--- config.mk ---
export PLATFORM = sky130hd
export DESIGN_NAME = irq_inject_unit
export DESIGN_NICKNAME = d
export VERILOG_FILES = /design/src/rtl/irq_inj_pkg.sv /design/src/rtl/irq_req_sync.sv /design/src/rtl/irq_accept_gate.sv /design/src/rtl/irq_fetch_mux.sv /design/src/rtl/irq_inject_unit.sv
export SDC_FILE = /design/constraint.sdc
export NUM_CORES = 1
export LEC_CHECK = 0
export BUFFER_PORTS_ARGS = -buffer_cell sky130_fd_sc_hd__buf_2
export CAP_MARGIN = 20
export CORE_AREA = 2 2 39 41
export DETAILED_ROUTE_END_ITERATION = 10
export DIE_AREA = 0 0 41 43
export SLEW_MARGIN = 10
export SYNTH_ARGS = -nofsm -noshare
export SYNTH_HDL_FRONTEND = slang
export SYNTH_SLANG_ARGS = --single-unit
--- constraint.sdc ---
create_clock -name clk -period 1.25 [get_ports clk]
set_input_delay 0.1875 -clock clk [delete_from_list [all_inputs] [get_ports clk]]
set_output_delay 0.1875 -clock clk [all_outputs]
set_load 0.02 [all_outputs]
--- src/rtl/irq_inj_pkg.sv ---
package irq_inj_pkg;
   // Source selected for the opcode handed to the decoder
   typedef enum logic {
      SRC_MEMORY = 1'b0,
      SRC_VECTOR = 1'b1
   } fetch_src_e;
endpackage

--- src/rtl/irq_req_sync.sv ---
module irq_req_sync #(
   parameter int STAGES = 2
) (
   input  logic clk,
   input  logic rst_n,
   input  logic req_n,
   output logic req_active
);
   generate
      if (STAGES < 0 || STAGES > 4) begin : g_bad
         $error("irq_req_sync: STAGES must lie in 0..4");
      end
      if (STAGES == 0) begin : g_direct
         assign req_active = ~req_n;
      end else begin : g_chain
         logic [STAGES-1:0] chain_q;
         always_ff @(posedge clk or negedge rst_n) begin
            if (!rst_n) chain_q <= '1;
            else        chain_q <= {chain_q[STAGES-2+((STAGES==1)?1:0):0], req_n} ;
         end
         assign req_active = ~chain_q[STAGES-1];
      end
   endgenerate
endmodule

--- src/rtl/irq_accept_gate.sv ---
module irq_accept_gate #(
   parameter int SHADOW_INSTRS = 1
) (
   input  logic clk,
   input  logic rst_n,
   input  logic req_active,
   input  logic instr_end,
   input  logic ei_strobe,
   input  logic di_strobe,
   input  logic inject,
   output logic ie_q,
   output logic pending_q
);
   localparam int CNT_W = $clog2(SHADOW_INSTRS + 1);

   generate
      if (SHADOW_INSTRS < 1) begin : g_bad
         $error("irq_accept_gate: SHADOW_INSTRS must be at least 1");
      end
   endgenerate

   logic [CNT_W-1:0] shadow_q;
   logic             shadow_idle;
   logic             take;

   assign shadow_idle = (shadow_q == '0);
   assign take = instr_end && !ei_strobe && !di_strobe && ie_q && shadow_idle && req_active;

   always_ff @(posedge clk or negedge rst_n) begin
      if (!rst_n) begin
         ie_q      <= 1'b0;
         shadow_q  <= '0;
         pending_q <= 1'b0;
      end else begin
         if (di_strobe)        ie_q <= 1'b0;
         else if (ei_strobe)   ie_q <= 1'b1;
         else if (inject)      ie_q <= 1'b0;

         if (ei_strobe && !di_strobe)
            shadow_q <= CNT_W'(SHADOW_INSTRS);
         else if (di_strobe)
            shadow_q <= '0;
         else if (instr_end && !shadow_idle)
            shadow_q <= shadow_q - 1'b1;

         if (take)        pending_q <= 1'b1;
         else if (inject) pending_q <= 1'b0;
      end
   end
endmodule

--- src/rtl/irq_fetch_mux.sv ---
module irq_fetch_mux
   import irq_inj_pkg::*;
#(
   parameter int                DATA_W     = 8,
   parameter logic [DATA_W-1:0] VEC_OPCODE = '1
) (
   input  logic              fetch_req,
   input  logic              pending,
   input  logic [DATA_W-1:0] mem_byte,
   output logic [DATA_W-1:0] opcode_out,
   output logic              mem_rd_en,
   output logic              pc_inc_en,
   output logic              inject
);
   fetch_src_e src;

   always_comb begin
      src        = (fetch_req && pending) ? SRC_VECTOR : SRC_MEMORY;
      inject     = (src == SRC_VECTOR);
      mem_rd_en  = fetch_req && (src == SRC_MEMORY);
      pc_inc_en  = fetch_req && (src == SRC_MEMORY);
      opcode_out = (src == SRC_VECTOR) ? VEC_OPCODE : mem_byte;
   end
endmodule

--- src/rtl/irq_inject_unit.sv ---
module irq_inject_unit #(
   parameter int                DATA_W        = 8,
   parameter logic [DATA_W-1:0] VEC_OPCODE    = '1,
   parameter int                SHADOW_INSTRS = 1,
   parameter int                SYNC_STAGES   = 2
) (
   input  logic              clk,
   input  logic              rst_n,
   input  logic              irq_n,
   input  logic              instr_end,
   input  logic              ei_strobe,
   input  logic              di_strobe,
   input  logic              fetch_req,
   input  logic [DATA_W-1:0] mem_byte,
   output logic [DATA_W-1:0] opcode_out,
   output logic              mem_rd_en,
   output logic              pc_inc_en,
   output logic              int_ack,
   output logic              int_en
);
   generate
      if (DATA_W < 1) begin : g_bad_w
         $error("irq_inject_unit: DATA_W must be positive");
      end
   endgenerate

   logic req_active;
   logic pending;
   logic inject;

   irq_req_sync #(.STAGES(SYNC_STAGES)) u_sync (
      .clk        (clk),
      .rst_n      (rst_n),
      .req_n      (irq_n),
      .req_active (req_active)
   );

   irq_accept_gate #(.SHADOW_INSTRS(SHADOW_INSTRS)) u_gate (
      .clk        (clk),
      .rst_n      (rst_n),
      .req_active (req_active),
      .instr_end  (instr_end),
      .ei_strobe  (ei_strobe),
      .di_strobe  (di_strobe),
      .inject     (inject),
      .ie_q       (int_en),
      .pending_q  (pending)
   );

   irq_fetch_mux #(.DATA_W(DATA_W), .VEC_OPCODE(VEC_OPCODE)) u_mux (
      .fetch_req  (fetch_req),
      .pending    (pending),
      .mem_byte   (mem_byte),
      .opcode_out (opcode_out),
      .mem_rd_en  (mem_rd_en),
      .pc_inc_en  (pc_inc_en),
      .inject     (inject)
   );

   assign int_ack = inject;
endmodule

==> run_results.csv, run 1 <==
group,metric,value,unit
run_status,status,"completed",
grt,grt_pass1_vias,220,
critical_path,r2r_cells,2,
layout,layout.nets,71,
clock_tree,clk_path_buf_depth,2,
critical_path,r2r_slack,0.32,ns
min_path,holdCritStartpoint,"irq_n",
clock_tree,clk_transition_reported_paths,0.04,ns
placed_design,place_congestion,0.718,
critical_path,worstReg2RegStart,"u_sync.g_chain.chain_q[1]",
min_path,hold_end,"u_sync.g_chain.chain_q[0]",
clock_tree,cts.sinks,5,
synthesis,syn_area,256,um^2
clock_tree,post_cts_buffers,0,
detailed_routing,drtIter0Drc,0,
floorplan,dieArea,1760,um^2
sta,setup_tns,0,ns
min_path,min_path_type,"primary input to register",
detailed_routing,wl_per_cell,7.94,um
synthesis,synth-seq-cells,5,
grt,track_usage,6.88,%
critical_path,cp_cell_sequence,"nand2_4 -> nand2b_1 -> buf_2",
clock_tree,cts_tree,"yes",
critical_path,slowest_stage,"dfrtp_1",
synthesis,synth.net_count,40,
floorplan,fp.dieW,41,um
layout,diodes,0,
pwr,ir_drop,0.416,mV
sta,max_freq,0.838,GHz
critical_path,crit_family,"flip-flops",
grt,antenna_found_initial,0,
floorplan,core_region_area,1380,um^2
sta,period_minus_slack,1.19,ns
synthesis,ys_types,11,
synthesis,syn-instance-count,25,
layout,syn_to_final_growth,74.6,%
detailed_routing,vias,282,
sta,hold_viol,0,
critical_path,cp_num_buf_inv,1,
grt,grt_pass1_wl,745,um
synthesis,synth_top_cell_area_share,29.3,%
detailed_routing,viasPerCell,3.97,
flow_run,cap_violations,0,
critical_path,reg2reg_to,"u_gate.pending_q",
floorplan,start_util,18.5,%
detailed_routing,ant_nets,0,
critical_path,crit_required,1.06,ns
grt,grt-ovfl-total,0,
sta,max_slew.worst_pin.slew,0.206,ns
layout,utilization,32.4,%
placed_design,io_buffers,26,
critical_path,cp-start-kind,"register",
pwr,power_density,1020,nW/um^2
synthesis,postSynthAreaPerCell,10.3,um^2
critical_path,slowest_delay,0.42,ns
floorplan,pin_count,27,
sta,fin_skew,0.000799,ns
synthesis,ys_warn_count,0,
clock_tree,cts-root-buf,"clkbuf_4",
critical_path,end_kind,"output port",
grt,grt_max_degree,10,
critical_path,critical_path.max_fanout,9,
placed_design,hpwl,477,um
pwr,total_power,458,uW
sta,slew_violations,0,
floorplan,fp-row-count,14,
clock_tree,numCtsBuffers,3,
synthesis,yosys-top-cells-area,"dfrtp_1 29%, nand2b_1 22%, dfstp_2 20%",
clock_tree,cts_htree_levels,1,
critical_path,arrival,1.01,ns
detailed_routing,firstDrtPassIters,1,
sta,final-setup-viol-count,0,
synthesis,yosysTopAreaCell,"dfrtp_1",
synthesis,yosysSeqAreaShare,49.8,%
detailed_routing,drc,0,
detailed_routing,drt-total-wl,564,um
sta,maxSlewHeadroom,86.2,%
pwr,leakagePower,0.267,nW
min_path,min_path_cells,1,
sta,fin_crit_sh,95.4,%
layout,final_layout_size_suffix_gt1_share,63.6,%
clock_tree,clock_latency,0.23,ns
critical_path,critPathKind,"register to output port",
floorplan,die_h,43,um
## how the worst max path moves through the flow
stage	startpoint	depth (start not counted)	end
floorplan	u_gate.pending_q	2	pc_inc_en
global placement	u_gate.pending_q	3	opcode_out[5]
detailed placement	u_gate.pending_q	3	opcode_out[3]
CTS	u_gate.pending_q	3	opcode_out[3]
global route	u_gate.pending_q	3	opcode_out[2]
finish	u_gate.pending_q	3	opcode_out[3]
## worst reg2reg max path: cells and delay by family (launching register included)
family	cells	cell delay, ns
flip-flops	1	0.52
AO/OA/AOI/OAI	1	0.25
AND/OR/NAND/NOR	1	0.04
## cell usage in the layout, fill, tap and decap left out
cell type / Yosys / layout
a21bo_2: 1 / 1
a21oi_1: 2 / 2
a32o_2: 1 / 1
buf_2: 0 / 24
buf_4: 1 / 2
clkbuf_1: 0 / 1
clkbuf_4: 0 / 3
dfrtp_1: 3 / 3
dfstp_2: 2 / 2
dlygate4sd3_1: 0 / 1
inv_1: 3 / 3
nand2_4: 0 / 1
nand2b_1: 9 / 9
nor2_1: 1 / 1
nor4b_2: 1 / 1
## report_power, final
part | total, mW | internal [mW] | switching [mW]
logic | 0.102 | 0.0481 | 0.0535
registers | 0.178 | 0.173 | 0.00487
clock network | 0.178 | 0.120 | 0.0578
## registers in the layout, indices dropped and copies added, names as in the netlist
register                cells
u_gate.pending_q            1
u_gate.ie_q                 1
u_sync.g_chain.chain_q      2
u_gate.shadow_q             1
## routing by layer
metal / vias up / share of wire, % / wire length [um] / track usage, %
li1: 139 / - / - / -
met1: 121 / 29 / 166 / 5.59
met2: 22 / 48 / 272 / 10.3
met4: 0 / 0 / 0 / 8.00
met5: - / 0 / 0 / 0
met3: 0 / 22 / 124 / 3.14
## cell type report
cell class / instances / area, um^2
Fill cell: 155 / 936
Timing Repair Buffer: 27 / 145
Sequential cell: 5 / 128
Multi-Input combinational cell: 16 / 118
Clock buffer: 4 / 26.3
Tap cell: 16 / 20.0
Inverter: 3 / 11.3
## cell usage after synthesis (all sizes together)
cell	count
a21bo	1
nand2b	9
a32o	1
nor2	1
nor4b	1
buf	1
nand2	1
inv	3
a21oi	2
dfstp	2
dfrtp	3
## kinds of logic after synthesis
kind of cell           share of synthesized area [%]
AOI/OAI and AO/OA                               12.2
buffers and inverters                           7.32
DFF                                             49.8
and+or+nand+nor                                 30.7
## repair_timing
item                                   4_1_cts  5_1_grt
setup endpoints to repair                    9        9
pin swaps                                    0        1
hold buffers                                 1        0
gates resized for setup                      1        3
endpoints found under the hold margin        5        0
## through the flow
| stage | hold WS [ns] | std cells | worst slack (ns) | instance area, um^2 |
|---|---|---|---|---|
| floorplan | -0.108 | 25 | 0.141 | 256 |
| detailed placement | 0.00228 | 66 | 0.187 | 399 |
| global route | 0.0357 | 71 | -0.00498 | 448 |
| finish | 0.0516 | 71 | 0.0572 | 448 |
| global placement | 0.00846 | 66 | 0.216 | 399 |
| CTS | 0.0409 | 71 | 0.00956 | 438 |
Power figures use the tool's default switching activity.
==> run 2: changes to the inputs <==
--- a/config.mk
+++ b/config.mk
@@ -10,6 +10,8 @@
 export CORE_AREA = 2 2 39 41
 export DETAILED_ROUTE_END_ITERATION = 10
 export DIE_AREA = 0 0 41 43
+export GPL_ROUTABILITY_DRIVEN = 1
+export GPL_TIMING_DRIVEN = 0
 export SLEW_MARGIN = 10
 export SYNTH_ARGS = -nofsm -noshare
 export SYNTH_HDL_FRONTEND = slang
==> run 2 against run 1 <==
  * Sequential cell count stayed put
  * Worst setup slack improved by 0.0015 ns
  * Hold slack worse by 0.0044 ns
  * Register-to-register slack is essentially flat
  * Combinational power grew 5%
  * Global-route usage grew 0.30 points
  * Cell count grew 1.4%
  * Sequential share of layout area shrank 0.65 points
  * Via count up 1.1%
  * Critical endpoint is now pc_inc_en
  * First-iteration DRC count increased by 1
  * Clock power grew 3%
==> run_results.csv, run 2 (synthesis results as in run 1) <==
group,metric,value,unit
run_status,status,"completed",
detailed_routing,vias,285,
detailed_routing,wl_per_cell,8.28,um
sta,hold_viol,0,
layout,syn_to_final_growth,80.5,%
pwr,leakagePower,0.271,nW
floorplan,core_region_area,1380,um^2
floorplan,die_h,43,um
layout,most-common-layout-cells,"24 x buf_2, 9 x nand2b_1, 3 x inv_1, 3 x clkbuf_4",
min_path,min_path_type,"primary input to register",
clock_tree,clk_transition_reported_paths,0.04,ns
critical_path,cp-start-kind,"register",
clock_tree,numCtsBuffers,3,
clock_tree,post_cts_buffers,0,
detailed_routing,firstDrtPassIters,2,
sta,max_slew.worst_pin.slew,0.186,ns
min_path,min_path_cells,1,
layout,largest_register,"u_sync.g_chain.chain_q",
layout,nFillCells,146,
clock_tree,clk_path_buf_depth,2,
grt,grt_pass1_wl,779,um
sta,hold_slack,0.0472,ns
clock_tree,cts_htree_levels,1,
detailed_routing,viasPerCell,3.96,
critical_path,crit_required,1.06,ns
detailed_routing,ant_nets,0,
detailed_routing,drtIter0Drc,1,
grt,grt_pass1_vias,223,
placed_design,io_buffers,26,
critical_path,r2r_cells,2,
critical_path,critical_path.max_fanout,4,
detailed_routing,drc,0,
critical_path,reg2reg_to,"u_gate.pending_q",
layout,final_layout_size_suffix_gt1_share,67.9,%
min_path,holdCritStartpoint,"irq_n",
floorplan,dieArea,1760,um^2
critical_path,cp_cell_sequence,"nor2_2 -> buf_4 -> buf_4",
clock_tree,cts_tree,"yes",
pwr,ir_drop,0.508,mV
layout,stdcell_area,463,um^2
layout,diodes,0,
critical_path,crit_top_cell,"buf_4",
sta,final-setup-viol-count,0,
critical_path,worstReg2RegStart,"u_sync.g_chain.chain_q[1]",
sta,maxSlewHeadroom,87.5,%
placed_design,place_congestion,0.699,
critical_path,critPathKind,"register to output port",
floorplan,start_util,18.5,%
critical_path,arrival,1.00,ns
placed_design,hpwl,483,um
layout,largest_reg_flops,2,
clock_tree,clock_latency,0.24,ns
min_path,hold_end,"u_sync.g_chain.chain_q[0]",
grt,grt_max_degree,10,
clock_tree,cts-root-buf,"clkbuf_4",
floorplan,pin_count,27,
layout,layout.nets,72,
critical_path,slowest_stage,"dfrtp_2",
sta,slew_violations,0,
detailed_routing,drt-total-wl,596,um
clock_tree,cts.sinks,5,
sta,fin_crit_sh,95.3,%
flow_run,cap_violations,0,
floorplan,fp.dieW,41,um
grt,grt-ovfl-total,0,
layout,layout_commonest_cell,"buf_2",
critical_path,slowest_delay,0.44,ns
placed_design,place_area,407,um^2
sta,rsz0062_at_grt,"yes",
grt,antenna_found_initial,0,
sta,fin_skew,0.00284,ns
sta,max_freq,0.839,GHz
critical_path,end_kind,"output port",
floorplan,fp-row-count,14,
critical_path,r2r_slack,0.32,ns
sta,period_minus_slack,1.19,ns
pwr,power_density,1010,nW/um^2
grt,track_usage,7.18,%
## run 2: changes by cell type in the layout (fill, tap and decap cells not counted), sizes merged
cell	before	now
buf	26	27
## run 2: layout make-up
cell class | count | area, um^2 | area share (%)
timing repair buffer | 27 | 149 | 32.2
sequential | 5 | 129 | 27.8
multi-input combinational | 16 | 120 | 25.9
clock buffer | 4 | 26.3 | 5.68
tap | 16 | 20.0 | 4.32
inverter | 3 | 11.3 | 2.43
buffer | 1 | 7.51 | 1.62
## run 2: repair_timing
item / CTS / global route
gates resized for setup: 1 / 6
endpoints found under the setup margin: 9 / 10
endpoints found under the hold margin: 5 / 0
pin swaps: 0 / 1
hold buffers: 1 / 0
## run 2: how the worst max path moves through the flow
| stage | startpoint | to | slack [ns] | cells past startpoint |
|---|---|---|---|---|
| floorplan | u_gate.pending_q | pc_inc_en | 0.14 | 2 |
| global placement | u_gate.pending_q | opcode_out[5] | 0.20 | 3 |
| detailed placement | u_gate.pending_q | opcode_out[1] | 0.16 | 3 |
| CTS | u_gate.pending_q | opcode_out[1] | -0.01 | 3 |
| global route | u_gate.pending_q | opcode_out[5] | -0.01 | 3 |
| finish | u_gate.pending_q | pc_inc_en | 0.06 | 3 |
## run 2: worst max-delay path, delay by kind of cell (launching register included)
kind / cells / cell delay, ns
flops: 1 / 0.44
buf+inv: 2 / 0.23
simple gates: 1 / 0.10
## run 2: metrics by stage
stage | setup slack [ns] | power [mW] | instances | util (%) | TNS, ns
CTS | -0.0119 | 0.475 | 72 | 32.2 | -0.0262
detailed placement | 0.160 | 0.280 | 67 | 29.4 | 0
global route | -0.0124 | 0.501 | 72 | 33.5 | -0.0216
global placement | 0.201 | 0.279 | 67 | 29.4 | 0
finish | 0.0587 | 0.469 | 72 | 33.5 | 0
floorplan | 0.141 | 0.234 | 25 | - | 0
## run 2: where the power goes
group	internal, mW	switching [mW]	total [mW]
registers	0.173	0.00502	0.178
clock network	0.120	0.0629	0.183
logic	0.0520	0.0548	0.107
## run 2: per-layer routing
layer	global-route usage (%)	wire length (um)	vias up
met1	5.59	213	121
li1	-	-	142
met2	10.9	261	22
met3	3.66	121	0
met5	0	0	-
met4	8.00	0	0
